===== src/rtl/evt_status_pkg.sv =====
package evt_status_pkg;

    // State of one sticky status flag
    typedef enum logic {
        BIT_CLEAR = 1'b0,
        BIT_SET   = 1'b1
    } bit_state_e;

endpackage


===== src/rtl/evt_sync2.sv =====
module evt_sync2 #(
    parameter int WIDTH = 8
) (
    input  logic             clk,
    input  logic             rst_n,
    input  logic [WIDTH-1:0] async_i,
    output logic [WIDTH-1:0] sync_o
);

    logic [WIDTH-1:0] stage1_q;
    logic [WIDTH-1:0] stage2_q;

    always_ff @(posedge clk or negedge rst_n) begin
        if (!rst_n) begin
            stage1_q <= '0;
            stage2_q <= '0;
        end else begin
            stage1_q <= async_i;
            stage2_q <= stage1_q;
        end
    end

    assign sync_o = stage2_q;

endmodule


===== src/rtl/evt_bit_capture.sv =====
module evt_bit_capture
    import evt_status_pkg::*;
#(
    parameter bit IS_LEVEL = 1'b1
) (
    input  logic clk,
    input  logic rst_n,
    input  logic sync_i,
    input  logic clr_i,
    output logic set_now_o,
    output logic latched_o
);

    bit_state_e state_q;
    bit_state_e state_d;
    logic       set_now;

    generate
        if (IS_LEVEL) begin : g_level
            // Level capture: set condition while the input is high
            assign set_now = sync_i;
        end else begin : g_edge
            logic prev_q;
            always_ff @(posedge clk or negedge rst_n) begin
                if (!rst_n) prev_q <= 1'b0;
                else        prev_q <= sync_i;
            end
            // Edge capture: set condition only on a rising transition
            assign set_now = sync_i & ~prev_q;
        end
    endgenerate

    // State register
    always_ff @(posedge clk or negedge rst_n) begin
        if (!rst_n) state_q <= BIT_CLEAR;
        else        state_q <= state_d;
    end

    // Transitions: CLEAR->SET on set condition; SET->CLEAR on clear without set
    always_comb begin
        state_d = state_q;
        unique case (state_q)
            BIT_CLEAR: state_d = set_now ? BIT_SET : BIT_CLEAR;
            BIT_SET:   state_d = (clr_i && !set_now) ? BIT_CLEAR : BIT_SET;
            default:   state_d = BIT_CLEAR;
        endcase
    end

    // Outputs
    always_comb begin
        latched_o = (state_q == BIT_SET);
        set_now_o = set_now;
    end

endmodule


===== src/rtl/evt_view_reg.sv =====
module evt_view_reg #(
    parameter int WIDTH = 8
) (
    input  logic             clk,
    input  logic             rst_n,
    input  logic [WIDTH-1:0] lat_i,
    input  logic             wr_en,
    input  logic [WIDTH-1:0] wr_data,
    input  logic             mask_we,
    input  logic [WIDTH-1:0] mask_data,
    output logic [WIDTH-1:0] view_o,
    output logic [WIDTH-1:0] mask_o
);

    logic [WIDTH-1:0] view_q;
    logic [WIDTH-1:0] mask_q;

    always_ff @(posedge clk or negedge rst_n) begin
        if (!rst_n) begin
            view_q <= '0;
        end else if (wr_en) begin
            // selected bits snapshot the latched flags, others hold
            view_q <= (view_q & ~wr_data) | (lat_i & wr_data);
        end
    end

    always_ff @(posedge clk or negedge rst_n) begin
        if (!rst_n)       mask_q <= '0;
        else if (mask_we) mask_q <= mask_data;
    end

    assign view_o = view_q;
    assign mask_o = mask_q;

endmodule


===== src/rtl/evt_status_reg.sv =====
module evt_status_reg #(
    parameter int               WIDTH      = 8,
    parameter logic [WIDTH-1:0] LEVEL_MASK = 8'h0F
) (
    input  logic             clk,
    input  logic             rst_n,
    input  logic [WIDTH-1:0] evt_i,
    input  logic             wr_en,
    input  logic [WIDTH-1:0] wr_data,
    input  logic             rd_en,
    output logic [WIDTH-1:0] rd_data,
    input  logic             mask_we,
    input  logic [WIDTH-1:0] mask_data,
    output logic             irq_n
);

    logic [WIDTH-1:0] evt_sync;
    logic [WIDTH-1:0] clr_sel;
    logic [WIDTH-1:0] set_now;
    logic [WIDTH-1:0] lat_q;
    logic [WIDTH-1:0] view_q;
    logic [WIDTH-1:0] mask_q;

    evt_sync2 #(.WIDTH(WIDTH)) sync_i (
        .clk    (clk),
        .rst_n  (rst_n),
        .async_i(evt_i),
        .sync_o (evt_sync)
    );

    assign clr_sel = {WIDTH{wr_en}} & wr_data;

    generate
        for (genvar b = 0; b < WIDTH; b++) begin : g_bit
            evt_bit_capture #(.IS_LEVEL(LEVEL_MASK[b])) cap_i (
                .clk      (clk),
                .rst_n    (rst_n),
                .sync_i   (evt_sync[b]),
                .clr_i    (clr_sel[b]),
                .set_now_o(set_now[b]),
                .latched_o(lat_q[b])
            );
        end
    endgenerate

    evt_view_reg #(.WIDTH(WIDTH)) view_i (
        .clk      (clk),
        .rst_n    (rst_n),
        .lat_i    (lat_q),
        .wr_en    (wr_en),
        .wr_data  (wr_data),
        .mask_we  (mask_we),
        .mask_data(mask_data),
        .view_o   (view_q),
        .mask_o   (mask_q)
    );

    assign rd_data = rd_en ? view_q : '0;
    assign irq_n   = ~|(lat_q & mask_q);

endmodule


===== config.mk =====
export PLATFORM = sky130hd
export DESIGN_NAME = evt_status_reg
export DESIGN_NICKNAME = d
export VERILOG_FILES = /design/src/rtl/evt_status_pkg.sv /design/src/rtl/evt_sync2.sv /design/src/rtl/evt_bit_capture.sv /design/src/rtl/evt_view_reg.sv /design/src/rtl/evt_status_reg.sv
export SDC_FILE = /design/constraint.sdc
export NUM_CORES = 1
export LEC_CHECK = 0
export CELL_PAD_IN_SITES_DETAIL_PLACEMENT = 0
export CELL_PAD_IN_SITES_GLOBAL_PLACEMENT = 2
export CORE_MARGIN = 8
export CORE_UTILIZATION = 33
export CTS_CLUSTER_SIZE = 30
export DETAILED_ROUTE_END_ITERATION = 8
export PLACE_DENSITY = 0.75
export REMOVE_ABC_BUFFERS = 1
export SYNTH_ARGS = -nofsm -noshare
export SYNTH_HDL_FRONTEND = slang
export SYNTH_HIERARCHICAL = 1
export SYNTH_SLANG_ARGS = --single-unit

===== constraint.sdc =====
create_clock -name clk -period 0.9 [get_ports clk]
set_input_delay 0.18 -clock clk [delete_from_list [all_inputs] [get_ports clk]]
set_output_delay 0.18 -clock clk [all_outputs]
set_load 0.03 [all_outputs]

==> results of run 1 <==
## layout by cell type (no fill, tap or decap)
| master | count |
|---|---|
| and4_1 | 1 |
| a22oi_2 | 2 |
| dlygate4sd2_1 | 3 |
| dlygate4sd3_1 | 1 |
| dfrtp_1 | 44 |
| buf_12 | 1 |
| a21o_1 | 8 |
| a22oi_1 | 2 |
| and2_1 | 8 |
| mux2_2 | 8 |
| bufinv_16 | 1 |
| mux2_4 | 8 |
| clkdlybuf4s50_1 | 24 |
| nand2_1 | 8 |
| buf_4 | 12 |
| and2_4 | 8 |
| clkbuf_8 | 5 |
| nor2b_4 | 4 |
| buf_2 | 1 |
| clkinvlp_4 | 1 |
| buf_6 | 18 |
| inv_1 | 8 |
| clkinv_2 | 1 |
## power breakdown
group	switching (mW)	internal [mW]
clock network	0.654	0.821
registers	0.102	2.15
logic	0.321	0.570
total	1.08	3.54
## area by class of cell
class / instances / area [sq um]
Timing Repair Buffer: 60 / 594
Clock inverter: 3 / 42.5
Clock buffer: 5 / 68.8
Sequential cell: 44 / 1100
Fill cell: 431 / 2340
Multi-Input combinational cell: 57 / 524
Tap cell: 67 / 83.8
Inverter: 8 / 30.0
## what timing repair did
action,in CTS,in global routing
resized for setup,26,5
endpoints found under the setup margin,33,16
hold buffers,1,0
setup buffers,6,4
pin swaps,9,0
hold endpoints to repair,44,0
## worst paths after layout
kind | endpoint | slack [ns]
setup / recovery | irq_n | -0.55
hold / removal | sync_i/stage1_q[3] | 0.32
setup reg to reg | flop | -0.11
hold reg to reg | sync_i/sync_o[1] | 0.35
max in group asynchronous | sync_i/sync_o[2] | 0.31
min in group asynchronous | sync_i/stage1_q[1] | 0.38
## through the flow
stage / area (sq um) / setup slack (ns) / total power, mW / setup TNS [ns]
after floorplan: 1630 / -0.189 / 2.61 / -0.189
after global placement: 2170 / -0.418 / 2.98 / -12.17
after detailed placement: 2170 / -0.443 / 3.00 / -12.67
after CTS: 2400 / -0.588 / 4.66 / -2.53
after global routing: 2440 / -0.630 / 4.88 / -3.05
final: 2440 / -0.549 / 4.62 / -2.49
## metal layers
metal	up-vias	share of wire	global-route usage
li1	488	-	-
met1	507	0.41	0.105
met2	25	0.52	0.170
met3	5	0.062	0.0454
met4	0	0.011	0.0423
met5	-	0	0
==> impl_metrics.toml, run 1 <==
[min_path]
min_from = "evt_i[3]"
min_path_cells = 1
hold_class = "input port to flop"

[layout]
final_nets = 205
stdcell_count = 244
syn2layout_area_growth_pct = 48.4
drive_above_1_share = 0.395
n_antenna_cell = 0
fin_util = 0.511

[route]
drt_iter0_drc = 20
wire_per_inst_microns = 13.9
antenna_left = 0
drt_wl_total_microns = 3390
drc = 0
vias = 1025
via_per_inst = 4.20
first_pass_iters = 2

[worst_setup_path]
cpPeakStageDelay_ns = 0.40
cp.arrival_ns = 1.27
crit_path_max_fanout = 2
path_delay_family = "flip-flops"
crit_path_start = "g_bit[3].cap_i/latched_o"
timing.rr.start = "g_bit[3].cap_i/latched_o"
cp-end-kind = "output pin"
crit_cells = 3
rr_worst_depth = 3
path_cells = "a22oi_1 -> and4_1 -> buf_6"
cp_slowest_cell = "dfrtp_1"
path_buf_inv = 1
setup.worst_path.class = "flop to output pin"
startpoint_type = "flop"
cp.required_ns = 0.72

[global_route]
overflow = 0
grt_pass1_wl_microns = 5720
first_global_vias = 1234
grt_max_degree = 45
antenna_found_initial = 0
grt_util_all_layers = 0.100

[die]
die_h_microns = 86.7
die_area_sq_um = 7510
io_pins = 38
die_w_microns = 86.7
core_sq_um = 4790
row_count = 25
initial_core_util = 0.344

[clocking]
clock_path_buffers = 2
clock_sinks = 44
root_buffer = "clkbuf_8"
cts_tree = "built"
worstSkewPairLatency_ns = 0.29
cts_made_buffers = 5
clk_pin_slew_ns = 0.08
ctsHtreeMaxLevel = 2

[timing]
slew_headroom = 0.847
rsz0062_at_grt = "true"
whs_ns = 0.318
fin_ws_ns = -0.549
finalCriticalPeriod_ns = 1.45
hold_violations = 0
max_freq_ghz = 0.690
final-setup-viol-count = 12
finClkSkew_ns = 0.00260
final_max_slew_viol_count = 0
period_share = 1.61
tightest_slew_ns = 0.229

[yosys]
synth_warnings = 6
syn_avg_cell_area_sq_um = 14.8
synth_cells = 111
syn_area_sq_um = 1650

[place]
portBuffers = 37
gp_congestion = 0.701
placedCellCount = 227
hpwlAfterDp_microns = 2500

[run]
maxCapViolations = 0

[outcome]
violations = "setup timing"
outcome = "finished, violations left"

[power]
powerDensity_nw_per_um2 = 1890
total_leakage_power_nw = 1.13
ir_worst_vdd_v = 0.000913
(Power assumes the default switching activity.)
==> run 2: changes to the inputs <==
- GPL_TIMING_DRIVEN: not set -> 1
==> results of run 2 <==
Final layout, timing and power as in run 1 (identical DEF).
